File: src/rtl/rxsg_pkg.sv
`timescale 1ns/1ps
package rxsg_pkg;
  localparam int WORD_W    = 32;
  localparam int LEN_W     = 23;
  localparam int APP_WORDS = 5;
  localparam int STAT_DONE_BIT = 31;
  localparam int STAT_SOF_BIT  = 27;
  localparam int STAT_EOF_BIT  = 26;
  localparam logic [7:0] OFS_NEXT = 8'h00;
  localparam logic [7:0] OFS_BUF  = 8'h08;
  localparam logic [7:0] OFS_CTRL = 8'h18;
  localparam logic [7:0] OFS_STAT = 8'h1C;
  localparam logic [7:0] OFS_APP  = 8'h20;

  typedef enum logic [2:0] {ST_OFF, ST_FETCH, ST_RECV, ST_STAT, ST_APP, ST_NEXT} engState_t;

  typedef struct packed {
    logic       loadStart;
    logic       rdEn;
    logic [1:0] rdSel;
    logic       capEn;
    logic [1:0] capSel;
    logic       beatWr;
    logic       statWr;
    logic       appWr;
    logic [2:0] appSel;
    logic       advance;
    logic       sofFlag;
    logic       eofFlag;
  } ctrlStrobes_t;
endpackage

File: src/rtl/rxsg_ctrl.sv
`timescale 1ns/1ps
module rxsg_ctrl
  import rxsg_pkg::*;
(
  input  logic         clk,
  input  logic         rstN,
  input  logic         run,
  input  logic         chanStart,
  input  logic         tailBump,
  input  logic         sDataValid,
  input  logic         sDataLast,
  input  logic         rdDoneBit,
  input  logic         capEmpty,
  input  logic         lastSlot,
  input  logic         curIsTail,
  output ctrlStrobes_t st,
  output logic         sDataReady,
  output logic         idle,
  output logic         halted,
  output logic         descDone
);
  localparam logic [2:0] FETCH_LAST = 3'd4;
  localparam logic [2:0] APP_LAST   = 3'(APP_WORDS - 1);

  engState_t  state;
  logic [2:0] fetchCnt;
  logic [2:0] appCnt;
  logic       sofPending;
  logic       eofSeen;

  always_comb begin
    st           = '0;
    st.loadStart = (state == ST_OFF) && chanStart;
    st.rdEn      = (state == ST_FETCH) && (fetchCnt != FETCH_LAST);
    st.rdSel     = fetchCnt[1:0];
    st.capEn     = (state == ST_FETCH) && (fetchCnt != 3'd0);
    st.capSel    = 2'(fetchCnt - 3'd1);
    // ready only in reception, running, not idle or halted, with space
    sDataReady   = (state == ST_RECV) && run && !idle && !halted && !capEmpty;
    st.beatWr    = sDataReady && sDataValid;
    st.statWr    = (state == ST_STAT);
    st.appWr     = (state == ST_APP);
    st.appSel    = appCnt;
    st.advance   = (state == ST_NEXT);
    st.sofFlag   = sofPending;
    st.eofFlag   = eofSeen;
    descDone     = (state == ST_NEXT);
  end

  always_ff @(posedge clk) begin
    if (!rstN) begin
      state      <= ST_OFF;
      fetchCnt   <= '0;
      appCnt     <= '0;
      sofPending <= 1'b1;
      eofSeen    <= 1'b0;
      idle       <= 1'b0;
      halted     <= 1'b1;
    end else begin
      // idle set on tail completion, cleared by tail move or start
      if (tailBump || st.loadStart) idle <= 1'b0;
      else if (state == ST_NEXT && curIsTail) idle <= 1'b1;

      case (state)
        ST_OFF: begin
          if (st.loadStart) begin
            halted     <= 1'b0;
            sofPending <= 1'b1;
          end else if (run && !halted && !idle) begin
            state    <= ST_FETCH;
            fetchCnt <= '0;
          end
        end
        ST_FETCH: begin
          fetchCnt <= fetchCnt + 3'd1;
          if (fetchCnt == FETCH_LAST) begin
            if (rdDoneBit) begin
              halted <= 1'b1;
              state  <= ST_OFF;
            end else begin
              state <= ST_RECV;
            end
          end
        end
        ST_RECV: begin
          if (capEmpty) begin
            eofSeen <= 1'b0;
            state   <= ST_STAT;
          end else if (st.beatWr && (sDataLast || lastSlot)) begin
            eofSeen <= sDataLast;
            state   <= ST_STAT;
          end
        end
        ST_STAT: begin
          if (eofSeen) begin
            appCnt <= '0;
            state  <= ST_APP;
          end else begin
            state <= ST_NEXT;
          end
        end
        ST_APP: begin
          appCnt <= appCnt + 3'd1;
          if (appCnt == APP_LAST) state <= ST_NEXT;
        end
        ST_NEXT: begin
          sofPending <= eofSeen | (sofPending & capEmpty);
          state      <= ST_OFF;
        end
        default: state <= ST_OFF;
      endcase
    end
  end
endmodule

File: src/rtl/rxsg_datapath.sv
`timescale 1ns/1ps
module rxsg_datapath
  import rxsg_pkg::*;
#(
  parameter int ADDR_W = 32
) (
  input  logic              clk,
  input  logic              rstN,
  input  ctrlStrobes_t      st,
  input  logic [ADDR_W-1:0] startPtr,
  input  logic [ADDR_W-1:0] tailPtr,
  input  logic [WORD_W-1:0] sData,
  input  logic              cValid,
  input  logic              cLast,
  input  logic [WORD_W-1:0] cData,
  input  logic [WORD_W-1:0] memRdata,
  output logic              memEn,
  output logic              memWe,
  output logic [ADDR_W-1:0] memAddr,
  output logic [WORD_W-1:0] memWdata,
  output logic [ADDR_W-1:0] curPtr,
  output logic              rdDoneBit,
  output logic              capEmpty,
  output logic              lastSlot,
  output logic              curIsTail
);
  localparam int BYTE_SH = $clog2(WORD_W / 8);
  localparam int CNT_W   = LEN_W - BYTE_SH;
  localparam logic [2:0] SLOT_LAST = 3'(APP_WORDS - 1);

  logic [ADDR_W-1:0] nextPtr, bufPtr, rdOffset;
  logic [LEN_W-1:0]  lenBytes;
  logic [CNT_W-1:0]  beatCnt, capWords;
  logic [WORD_W-1:0] statWord;
  logic [WORD_W-1:0] appRegs [APP_WORDS];
  logic [WORD_W-1:0] stage   [APP_WORDS-1];
  logic [2:0]        slot;

  assign capWords  = lenBytes[LEN_W-1:BYTE_SH];
  assign capEmpty  = (capWords == '0);
  assign lastSlot  = ((beatCnt + CNT_W'(1)) == capWords);
  assign curIsTail = (curPtr == tailPtr);
  assign rdDoneBit = memRdata[STAT_DONE_BIT];

  // pointer and descriptor field capture
  always_ff @(posedge clk) begin
    if (!rstN) begin
      curPtr   <= '0;
      nextPtr  <= '0;
      bufPtr   <= '0;
      lenBytes <= '0;
      beatCnt  <= '0;
    end else begin
      if (st.loadStart) begin
        curPtr  <= startPtr;
        beatCnt <= '0;
      end else if (st.advance) begin
        curPtr  <= nextPtr;
        beatCnt <= '0;
      end else if (st.beatWr) begin
        beatCnt <= beatCnt + CNT_W'(1);
      end
      if (st.capEn) begin
        case (st.capSel)
          2'd0:    nextPtr  <= memRdata[ADDR_W-1:0];
          2'd1:    bufPtr   <= memRdata[ADDR_W-1:0];
          2'd2:    lenBytes <= memRdata[LEN_W-1:0];
          default: ;
        endcase
      end
    end
  end

  // sideband words staged, committed only on a five-word frame
  always_ff @(posedge clk) begin
    if (!rstN) begin
      slot <= '0;
      for (int i = 0; i < APP_WORDS; i++) appRegs[i] <= '0;
      for (int i = 0; i < APP_WORDS - 1; i++) stage[i] <= '0;
    end else if (cValid) begin
      if (cLast) begin
        if (slot == SLOT_LAST) begin
          for (int i = 0; i < APP_WORDS - 1; i++) appRegs[i] <= stage[i];
          appRegs[APP_WORDS-1] <= cData;
        end
        slot <= '0;
      end else begin
        if (slot < SLOT_LAST) stage[slot[1:0]] <= cData;
        if (slot <= SLOT_LAST) slot <= slot + 3'd1;
      end
    end
  end

  always_comb begin
    case (st.rdSel)
      2'd0:    rdOffset = ADDR_W'(OFS_NEXT);
      2'd1:    rdOffset = ADDR_W'(OFS_BUF);
      2'd2:    rdOffset = ADDR_W'(OFS_CTRL);
      default: rdOffset = ADDR_W'(OFS_STAT);
    endcase
  end

  // status word composition
  always_comb begin
    statWord                = '0;
    statWord[LEN_W-1:0]     = {beatCnt, {BYTE_SH{1'b0}}};
    statWord[STAT_EOF_BIT]  = st.eofFlag;
    statWord[STAT_SOF_BIT]  = st.sofFlag;
    statWord[STAT_DONE_BIT] = 1'b1;
  end

  // memory port multiplexer
  always_comb begin
    memEn    = st.rdEn | st.beatWr | st.statWr | st.appWr;
    memWe    = st.beatWr | st.statWr | st.appWr;
    memAddr  = curPtr + rdOffset;
    memWdata = sData;
    if (st.beatWr) begin
      memAddr = bufPtr + ADDR_W'({beatCnt, {BYTE_SH{1'b0}}});
    end else if (st.statWr) begin
      memAddr  = curPtr + ADDR_W'(OFS_STAT);
      memWdata = statWord;
    end else if (st.appWr) begin
      memAddr  = curPtr + ADDR_W'(OFS_APP) + ADDR_W'({st.appSel, {BYTE_SH{1'b0}}});
      memWdata = appRegs[st.appSel];
    end
  end
endmodule

File: src/rtl/rxsg_engine.sv
`timescale 1ns/1ps
module rxsg_engine
  import rxsg_pkg::*;
#(
  parameter int ADDR_W = 32
) (
  input  logic              clk,
  input  logic              rstN,
  input  logic              run,
  input  logic              chanStart,
  input  logic [ADDR_W-1:0] startPtr,
  input  logic [ADDR_W-1:0] tailPtr,
  input  logic              tailBump,
  input  logic              sDataValid,
  output logic              sDataReady,
  input  logic [31:0]       sData,
  input  logic              sDataLast,
  input  logic              cValid,
  output logic              cReady,
  input  logic [31:0]       cData,
  input  logic              cLast,
  output logic              memEn,
  output logic              memWe,
  output logic [ADDR_W-1:0] memAddr,
  output logic [31:0]       memWdata,
  input  logic [31:0]       memRdata,
  output logic [ADDR_W-1:0] curPtr,
  output logic              idle,
  output logic              halted,
  output logic              descDone
);
  ctrlStrobes_t st;
  logic rdDoneBit, capEmpty, lastSlot, curIsTail;

  assign cReady = 1'b1;

  rxsg_ctrl u_ctrl (
    .clk, .rstN, .run, .chanStart, .tailBump, .sDataValid, .sDataLast,
    .rdDoneBit, .capEmpty, .lastSlot, .curIsTail,
    .st, .sDataReady, .idle, .halted, .descDone
  );

  rxsg_datapath #(.ADDR_W(ADDR_W)) u_dp (
    .clk, .rstN, .st, .startPtr, .tailPtr, .sData, .cValid, .cLast, .cData,
    .memRdata, .memEn, .memWe, .memAddr, .memWdata, .curPtr,
    .rdDoneBit, .capEmpty, .lastSlot, .curIsTail
  );
endmodule

File: config.mk
export PLATFORM = sky130hd
export DESIGN_NAME = rxsg_engine
export DESIGN_NICKNAME = d
export VERILOG_FILES = /design/src/rtl/rxsg_pkg.sv /design/src/rtl/rxsg_ctrl.sv /design/src/rtl/rxsg_datapath.sv /design/src/rtl/rxsg_engine.sv
export SDC_FILE = /design/constraint.sdc
export NUM_CORES = 1
export LEC_CHECK = 0
export BUFFER_PORTS_ARGS = -buffer_cell sky130_fd_sc_hd__buf_2
export CAP_MARGIN = 20
export CORE_MARGIN = 2
export CORE_UTILIZATION = 53
export DETAILED_ROUTE_END_ITERATION = 7
export GPL_ROUTABILITY_DRIVEN = 0
export HOLD_SLACK_MARGIN = 0.05
export PLACE_DENSITY = 0.77
export SLEW_MARGIN = 20
export SYNTH_ARGS = -nofsm -noshare
export SYNTH_HDL_FRONTEND = slang
export SYNTH_SLANG_ARGS = --single-unit
File: constraint.sdc
create_clock -name clk -period 4.9 [get_ports clk]
set_input_delay 0.245 -clock clk [delete_from_list [all_inputs] [get_ports clk]]
set_output_delay 0.245 -clock clk [all_outputs]
set_load 0.01 [all_outputs]
==> impl_metrics.env, run 1 <==
export IMPL_status="complete, no violations"
export IMPL_dp_final_hpwl_mm=44.1
export IMPL_post_place_ws_ns=1.34
export IMPL_seq_area_frac_synth_pct=52.9
export IMPL_cp_slowest_cell="dfxtp_1"
export IMPL_worst_slew_pin_slew_ns=1.09
export IMPL_critPathMaxStageDelay_ns=0.88
export IMPL_totalWireLength_mm=65.3
export IMPL_ys_types=77
export IMPL_cp_required_ns=4.66
export IMPL_crit_buf_inv=2
export IMPL_portBuffers=270
export IMPL_top_level_ports=272
export IMPL_die_y_um=209
export IMPL_antenna_found_initial=9
export IMPL_critPathArrivalTime_ns=4.10
export IMPL_slew_violations=0
export IMPL_drc=0
export IMPL_cts_root_buf="clkbuf_16"
export IMPL_min_path_type="in -> reg"
export IMPL_fmax_mhz=230
export IMPL_via_count=18000
export IMPL_path_cells="nand2b_1 > nor2_1 > o2111a_2 > buf_4 > a211oi_1 > a21oi_1 > buf_2"
export IMPL_grt_pass1_wl_mm=98.8
export IMPL_cp_start_kind="flip-flop"
export IMPL_rows=75
export IMPL_drive_gt1_share_pct=18.2
export IMPL_crit_family="compound AO/OA/AOI/OAI gates"
export IMPL_setup_viol=0
export IMPL_firstDrtPassIters=8
export IMPL_initial_utilization_pct=53.4
export IMPL_yosys_most_used_dff="edfxtp_1"
export IMPL_wl_per_cell_um=21.7
export IMPL_instances_no_fill=3005
export IMPL_clk_latency_ns=0.60
export IMPL_synthCells=2121
export IMPL_worst_setup_path_type="reg -> out"
export IMPL_relSlewSlack_pct=27.0
export IMPL_synth_area_sq_um=22300
export IMPL_htree_levels=2
export IMPL_synth_area_per_cell_sq_um=10.5
export IMPL_finalSetupTns_ns=0
export IMPL_grt_use_total_pct=29.4
export IMPL_cts_sinks=445
export IMPL_cts_setup_buffers=0
export IMPL_die_x_um=209
export IMPL_async_reset_ff_share_pct=0
export IMPL_cts_max_path_buffers=3
export IMPL_dieArea_sq_um=43800
export IMPL_p_per_area_nw_per_um2=344
export IMPL_fin_crit_sh_pct=88.8
export IMPL_grt_overflow_total=0
export IMPL_grt_max_degree=89
export IMPL_leakage_nw=10.5
export IMPL_finalCriticalPeriod_ns=4.35
export IMPL_rsz0062_at_grt="false"
export IMPL_clock_skew_ns=0.0263
export IMPL_num_nets_final=2636
export IMPL_syn_to_final_growth_pct=19.5
export IMPL_maxCapViolations=0
export IMPL_drtIter0Drc=1636
export IMPL_worst_ir_drop_vdd_uv=201
export IMPL_syn_nets=2333
export IMPL_nFillCells=3196
export IMPL_cts_buffers=45
export IMPL_coreArea_sq_um=41800
export IMPL_tritoncts="done"
export IMPL_fin_ws_ns=0.551
export IMPL_clk_pin_slew_ns=0.06
export IMPL_critPathMaxFanout=35
export IMPL_ant_nets=0
export IMPL_yosysWarnings=0
export IMPL_grt_pass1_vias=17700
export IMPL_ys_ff_latch=445
export IMPL_synth_edf_count=288
export IMPL_dp_cells=2816
export IMPL_hold_viol=0
export IMPL_end_kind="primary output"
export IMPL_routed_via_density=5.98
## cells in the mapped netlist, types with 9 or more instances
| cell | n | area [sq um] |
|---|---|---|
| and4_1 | 11 | 96.3 |
| a21o_1 | 13 | 97.6 |
| nor3_1 | 22 | 110 |
| dfxtp_1 | 157 | 3140 |
| a21oi_1 | 155 | 776 |
| a211oi_1 | 51 | 383 |
| o21ai_0 | 61 | 305 |
| mux2i_1 | 66 | 661 |
| xnor2_1 | 56 | 490 |
| edfxtp_1 | 288 | 8650 |
| and3_1 | 47 | 294 |
| clkbuf_1 | 101 | 379 |
| nand3_1 | 50 | 250 |
| mux4_2 | 32 | 721 |
| inv_1 | 36 | 135 |
| xor2_1 | 64 | 561 |
| nand2_1 | 250 | 938 |
| and2_1 | 264 | 1650 |
| nor4_1 | 15 | 93.8 |
| buf_2 | 34 | 170 |
| ha_1 | 40 | 500 |
| o22ai_1 | 20 | 125 |
| a31oi_1 | 9 | 56.3 |
| nand4_1 | 33 | 206 |
| nor2_1 | 119 | 447 |
## placed cells by master, fill, tap and decap left out, types with 11 or more instances in the layout
cell             n
nor4_1          15
mux2i_1         66
a21o_1          13
and3_1          47
and2_1         264
o22ai_1         20
nand3_1         50
xnor2_1         56
and4_1          11
inv_1           35
o21ai_0         59
mux4_2          32
a211oi_1        51
clkinv_2        15
ha_1            40
clkbuf_16       45
buf_2          270
nand2_1        247
dfxtp_1        155
nor2_1         118
xor2_1          64
dlygate4sd3_1  100
nor3_1          19
a21oi_1        155
nand4_1         33
buf_4           33
edfxtp_1       288
## timing repair
action	CTS	global route
hold buffers	100	0
gates resized for setup	0	0
hold endpoints to repair	282	0
## report_power, final
group / internal, mW / leakage (nW) / switching, mW
clock: 2.15 / 0.783 / 1.53
combinational: 0.462 / 5.45 / 0.713
sequential: 4.14 / 4.26 / 0.182
total: 6.76 / 10.5 / 2.42
## area by class of cell
class                           instances  area [sq um]  area share [%]
Antenna cell                            5          12.5          0.0469
Clock buffer                           53          1210            4.52
Clock inverter                         31           392            1.47
Inverter                               37           141           0.530
Multi-Input combinational cell       1492          9840            36.9
Sequential cell                       445         11800            44.2
Tap cell                              539           674            2.53
Timing Repair Buffer                  403          2600            9.75
## cell families (layout without fill, tap and decap cells)
| logic type | after synthesis | in the layout | synth area share (%) |
|---|---|---|---|
| flip-flops | 445 | 445 | 52.9 |
| adder cells (fa/ha/maj) | 43 | 43 | 2.51 |
| buffers and inverters | 184 | 524 | 3.33 |
| XOR/XNOR | 120 | 120 | 4.71 |
| other | 1 | 6 | 0.0168 |
| AND/OR/NAND/NOR | 857 | 857 | 19.9 |
| multiplexers | 98 | 98 | 6.19 |
| AO/OA/AOI/OAI | 373 | 373 | 10.5 |
## flip-flops by register name, summed over array words and instances (netlist names), named ones only
register	count
u_dp.appRegs	160
u_dp.stage	128
u_dp.bufPtr	32
u_dp.curPtr	32
u_dp.nextPtr	32
u_dp.beatCnt	21
u_dp.lenBytes	21
u_ctrl.appCnt	3
u_ctrl.fetchCnt	3
u_ctrl.state	3
u_dp.slot	3
u_ctrl.eofSeen	1
u_ctrl.halted	1
u_ctrl.idle	1
u_ctrl.sofPending	1
## final timing paths
check                                     start         endpoint  slack (ns)  cells past startpoint
worst min-delay path                      cLast     u_dp.slot[0]        0.17                      4
worst min register to register  u_dp.nextPtr[9]  u_dp.nextPtr[9]        0.45                      2
worst max register to register  u_ctrl.state[1]   u_ctrl.eofSeen        1.27                      7
worst max-delay path            u_ctrl.state[1]       memAddr[4]        0.55                      7
## metrics by stage
| step | hold slack, ns | cell area [sq um] | power [mW] | utilization (%) |
|---|---|---|---|---|
| 2_1_floorplan | 0.323 | 22300 | 4.97 | - |
| 3_3_place_gp | 0.436 | 24000 | 5.45 | 57.6 |
| 3_5_place_dp | 0.440 | 24100 | 5.48 | 57.6 |
| 4_1_cts | 0.137 | 26700 | 9.18 | 63.8 |
| 5_1_grt | 0.191 | 26700 | 9.44 | 63.9 |
| 6_report | 0.167 | 26700 | 9.18 | 63.9 |
## worst reg2reg max path: cells and delay by family, from the launching register on
family / cells / cell delay (ns)
flip-flops: 1 / 0.88
AND/OR/NAND/NOR: 3 / 1.00
AO/OA/AOI/OAI: 3 / 1.29
buffers and inverters: 1 / 0.40
## metal layers
metal / track usage, % / wire (um)
met4: 18.8 / 4330
met3: 5.38 / 5270
met2: 48.8 / 31200
met1: 35.5 / 24500
met5: 0 / 50
No activity file was read; power rests on OpenSTA's default activity.
==> run 2: changes to the inputs <==
Settings changed: CTS_CLUSTER_SIZE set to 20, MAX_ROUTING_LAYER set to met4.
==> impl_metrics.env, run 2 (synthesized netlist as in run 1, its figures left out) <==
export IMPL_status="complete, no violations"
export IMPL_finalSetupTns_ns=0
export IMPL_reg_top3="u_dp.appRegs: 160 flops, u_dp.stage: 128 flops"
export IMPL_via_count=17900
export IMPL_relSlewSlack_pct=26.2
export IMPL_ant_nets=0
export IMPL_cts_setup_buffers=0
export IMPL_clk_pin_slew_ns=0.06
export IMPL_cts_repair_resized=0
export IMPL_num_nets_final=2636
export IMPL_dp_cells=2816
export IMPL_cp_required_ns=4.66
export IMPL_instances_no_fill=3010
export IMPL_drive_gt1_share_pct=18.2
export IMPL_worst_ir_drop_vdd_uv=201
export IMPL_cts_max_path_buffers=3
export IMPL_reg2regPathDepth=7
export IMPL_cp_endpoint="memAddr[4]"
export IMPL_r2r_start="u_ctrl.state[1]"
export IMPL_htree_levels=2
export IMPL_maxCapViolations=0
export IMPL_reg2reg_to="u_ctrl.eofSeen"
export IMPL_initial_utilization_pct=53.4
export IMPL_layout_commonest_cell="edfxtp_1"
export IMPL_largest_register="u_dp.appRegs"
export IMPL_totalWireLength_mm=65.1
export IMPL_clock_skew_ns=0.0274
export IMPL_setup_viol=0
export IMPL_grt_use_total_pct=30.3
export IMPL_cp_start_kind="flip-flop"
export IMPL_rows=75
export IMPL_grt_max_degree=89
export IMPL_slew_violations=0
export IMPL_die_x_um=209
export IMPL_die_y_um=209
export IMPL_crit_start="u_ctrl.state[1]"
export IMPL_rsz0062_at_grt="false"
export IMPL_drc=0
export IMPL_worst_slew_pin_slew_ns=1.11
export IMPL_cts_buffers=45
export IMPL_firstDrtPassIters=5
export IMPL_final_cell_mix="edfxtp_1 (288), buf_2 (270), and2_1 (264), nand2_1 (247)"
export IMPL_critPathMaxFanout=35
export IMPL_worst_setup_path_type="reg -> out"
export IMPL_cts_root_buf="clkbuf_16"
export IMPL_tritoncts="done"
export IMPL_critPathArrivalTime_ns=4.07
export IMPL_dp_final_hpwl_mm=44.1
export IMPL_syn_to_final_growth_pct=19.6
export IMPL_leakage_nw=10.5
export IMPL_fin_crit_sh_pct=88.1
export IMPL_cts_sinks=445
export IMPL_wl_per_cell_um=21.6
export IMPL_grt_pass1_wl_mm=98.8
export IMPL_p_per_area_nw_per_um2=344
export IMPL_critPathMaxStageDelay_ns=0.86
export IMPL_path_cells="nand2b_1 > nor2_1 > o2111a_2 > buf_4 > a211oi_1 > a21oi_1 > buf_2"
export IMPL_reg2reg_slack_ns=1.30
export IMPL_fmax_mhz=232
export IMPL_finalCriticalPeriod_ns=4.32
export IMPL_holdBufCountCts=100
export IMPL_end_kind="primary output"
export IMPL_fin_total_pwr_mw=9.17
export IMPL_portBuffers=270
export IMPL_grt_overflow_total=0
export IMPL_min_path_type="in -> reg"
export IMPL_coreArea_sq_um=41800
export IMPL_grt_pass1_vias=17700
export IMPL_top_level_ports=272
export IMPL_clk_latency_ns=0.60
export IMPL_antenna_found_initial=10
export IMPL_routed_via_density=5.93
export IMPL_cp_slowest_cell="dfxtp_1"
export IMPL_largest_register_ffs=160
export IMPL_hold_viol=0
export IMPL_holdWs_ns=0.168
export IMPL_dieArea_sq_um=43800
export IMPL_drtIter0Drc=1623
run 2: cell types whose count changed in the layout (fill, tap and decap cells not counted):
cell,delta
diode_2,+5
run 2: where the power goes:
group          total, mW  internal (mW)  switching [mW]
Clock               3.68           2.15            1.52
Combinational       1.17          0.462           0.711
Sequential          4.32           4.14           0.178
Total               9.17           6.76            2.41
run 2: metal layers:
metal,track usage [%],up-vias,part of all wire (%)
li1,-,8191,-
met1,35.2,8529,38
met2,49.0,879,48
met3,5.55,256,8.1
met4,18.6,0,6.5
met5,-,-,0
run 2: per-stage QoR:
step	area, sq um	worst slack (ns)	utilization, %
final	26700	0.584	63.9
after global routing	26700	0.376	63.9
after CTS	26700	0.696	63.8
after detailed placement	24100	1.34	57.6
after global placement	24000	1.46	57.6
after floorplan	22300	0.198	-
run 2: worst max-delay path: cells and delay by family, from the launching register on:
family | cells | cell delay, ns
simple gates | 2 | 0.85
compound gates | 3 | 1.16
buf+inv | 2 | 0.61
flops | 1 | 0.86
run 2: area by class of cell:
cell class	count	area (sq um)
clock inverter	31	392
sequential	445	11800
tap	539	674
inverter	37	141
fill	3194	15100
multi-input combinational	1492	9840
clock buffer	53	1210
antenna	10	25.0
timing repair buffer	403	2600
run 2: worst min path at each step:
stage	end	from	cells after the start
2_1_floorplan	u_ctrl.idle	tailBump	1
3_3_place_gp	u_ctrl.idle	tailBump	2
3_5_place_dp	u_ctrl.idle	tailBump	2
4_1_cts	u_dp.slot[0]	cLast	4
5_1_grt	u_dp.slot[0]	cLast	4
6_report	u_dp.slot[0]	cLast	4
==> run 3: changes to the inputs <==
Settings changed: CORE_UTILIZATION 53 to 55, CTS_BUF_LIST set to sky130_fd_sc_hd__clkbuf_8, PLACE_DENSITY 0.77 to 0.79, REMOVE_ABC_BUFFERS set to 1.
==> impl_metrics.env, run 3 (synthesized netlist as in run 1, its figures left out) <==
export IMPL_layout_commonest_cell="edfxtp_1"
export IMPL_dieArea_sq_um=42200
export IMPL_end_kind="primary output"
export IMPL_portBuffers=270
export IMPL_reg2regPathDepth=9
export IMPL_critPathMaxFanout=26
export IMPL_die_y_um=205
export IMPL_reg2reg_to="u_ctrl.idle"
export IMPL_initial_utilization_pct=55.9
export IMPL_worst_slew_pin_slew_ns=1.12
export IMPL_htree_levels=3
export IMPL_top_level_ports=272
export IMPL_tritoncts="done"
export IMPL_critPathMaxStageDelay_ns=0.88
export IMPL_clk_latency_ns=0.65
export IMPL_hold_path_depth=5
export IMPL_relSlewSlack_pct=25.5
export IMPL_reg_top3="u_dp.appRegs: 160 flops, u_dp.stage: 128 flops"
export IMPL_cts_sinks=445
export IMPL_clk_pin_slew_ns=0.06
export IMPL_drtIter0Drc=2077
export IMPL_grt_max_degree=74
export IMPL_finalCriticalPeriod_ns=4.37
export IMPL_critPathArrivalTime_ns=4.12
export IMPL_routed_via_density=5.94
export IMPL_rsz0062_at_grt="false"
export IMPL_cp_slowest_cell="dfxtp_1"
export IMPL_largest_register="u_dp.appRegs"
export IMPL_cp_endpoint="memAddr[15]"
export IMPL_firstDrtPassIters=6
export IMPL_nFillCells=2983
export IMPL_holdWs_ns=0.134
export IMPL_grt_pass1_vias=18000
export IMPL_dp_final_hpwl_mm=42.4
export IMPL_fin_crit_sh_pct=89.1
export IMPL_path_cells="nand2b_1 > nor2_1 > o2111a_2 > buf_4 > and3_1 > a41oi_1 > or3b_2 > buf_2"
export IMPL_drc=0
export IMPL_largest_register_ffs=160
export IMPL_setup_viol=0
export IMPL_p_per_area_nw_per_um2=321
export IMPL_cp_start_kind="flip-flop"
export IMPL_cp_required_ns=4.66
export IMPL_crit_buf_inv=2
export IMPL_syn_to_final_growth_pct=18.7
export IMPL_multi_input_area_sq_um=9870
export IMPL_min_path_type="in -> reg"
export IMPL_totalWireLength_mm=64.3
export IMPL_slew_violations=0
export IMPL_regArea_sq_um=11800
export IMPL_reg2reg_slack_ns=1.12
export IMPL_rows=73
export IMPL_via_count=18100
export IMPL_crit_start="u_ctrl.state[1]"
export IMPL_antenna_found_initial=5
export IMPL_fin_total_pwr_mw=8.50
export IMPL_status="complete, no violations"
export IMPL_num_nets_final=2667
export IMPL_hold_viol=0
export IMPL_fmax_mhz=229
export IMPL_drive_gt1_share_pct=18.5
export IMPL_grt_pass1_wl_mm=96.8
export IMPL_maxCapViolations=0
export IMPL_grt_use_total_pct=31.2
export IMPL_final_cell_mix="edfxtp_1 (288), buf_2 (271), and2_1 (264), nand2_1 (249)"
export IMPL_worst_ir_drop_vdd_uv=283
export IMPL_crit_family="simple AND/OR/NAND/NOR gates"
export IMPL_cts_max_path_buffers=3
export IMPL_grt_overflow_total=0
export IMPL_clock_skew_ns=0.0303
export IMPL_cts_buffers=74
export IMPL_worst_setup_path_type="reg -> out"
export IMPL_die_x_um=205
export IMPL_wl_per_cell_um=21.1
export IMPL_coreArea_sq_um=39900
export IMPL_cts_root_buf="clkbuf_8"
export IMPL_cp_num_cells=8
export IMPL_r2r_start="u_ctrl.state[1]"
export IMPL_leakage_nw=10.5
export IMPL_ant_nets=0
[run 3: worst min path at each step]
stage,slack [ns],end,start
floorplan,0.32,u_ctrl.sofPending,rstN
global placement,0.41,u_ctrl.idle,tailBump
detailed placement,0.42,u_ctrl.idle,tailBump
CTS,0.11,u_ctrl.fetchCnt[0],chanStart
global route,0.17,u_ctrl.fetchCnt[0],chanStart
finish,0.13,u_ctrl.fetchCnt[0],chanStart
[run 3: stage by stage]
step                setup TNS (ns)  cell area (sq um)  util, %  worst slack (ns)  instances
finish                           0              26500     66.3             0.535       3041
floorplan                   -62.27              21700        -            -0.389       1974
detailed placement               0              24100     60.3              1.35       2801
global placement                 0              24000     60.2              1.51       2799
global route                     0              26500     66.3             0.364       3041
CTS                              0              26500     66.3             0.629       3036
[run 3: area by class of cell]
type	count	share of cell area, %
Inverter	37	0.534
Sequential cell	445	44.6
Tap cell	525	2.48
Multi-Input combinational cell	1492	37.3
Clock buffer	79	4.11
Antenna cell	5	0.0473
Timing Repair Buffer	405	10.0
Clock inverter	53	0.983
[run 3: power by group]
part           switching, mW  leakage, nW  internal, mW  total, mW
sequential             0.175         4.26          4.15       4.32
clock                   1.53        0.785          1.51       3.03
combinational          0.687         5.48         0.459       1.15
[run 3: repair_timing]
action | CTS | global route
gates resized for setup | 0 | 0
hold buffers | 103 | 0
endpoints found under the hold margin | 286 | 0
setup buffers | 0 | 0
[run 3: layer usage]
metal | up-vias | share of wire, % | GRT usage (%)
li1 | 8263 | - | -
met1 | 8608 | 37 | 37.4
met2 | 983 | 48 | 51.0
met3 | 215 | 9.2 | 4.99
met4 | 0 | 5.2 | 16.3
met5 | - | 0 | -
[run 3: worst register-to-register path, stage by stage, from the launching register on]
cell           delay (ns)
dfxtp_1              0.58
nor2b_1              0.68
nand2_1              0.40
buf_4                0.36
nor4_1               0.35
nand4_1              0.14
nor4_1               0.35
a21oi_1              0.15
nor3_1               0.14
dlygate4sd3_1        0.56
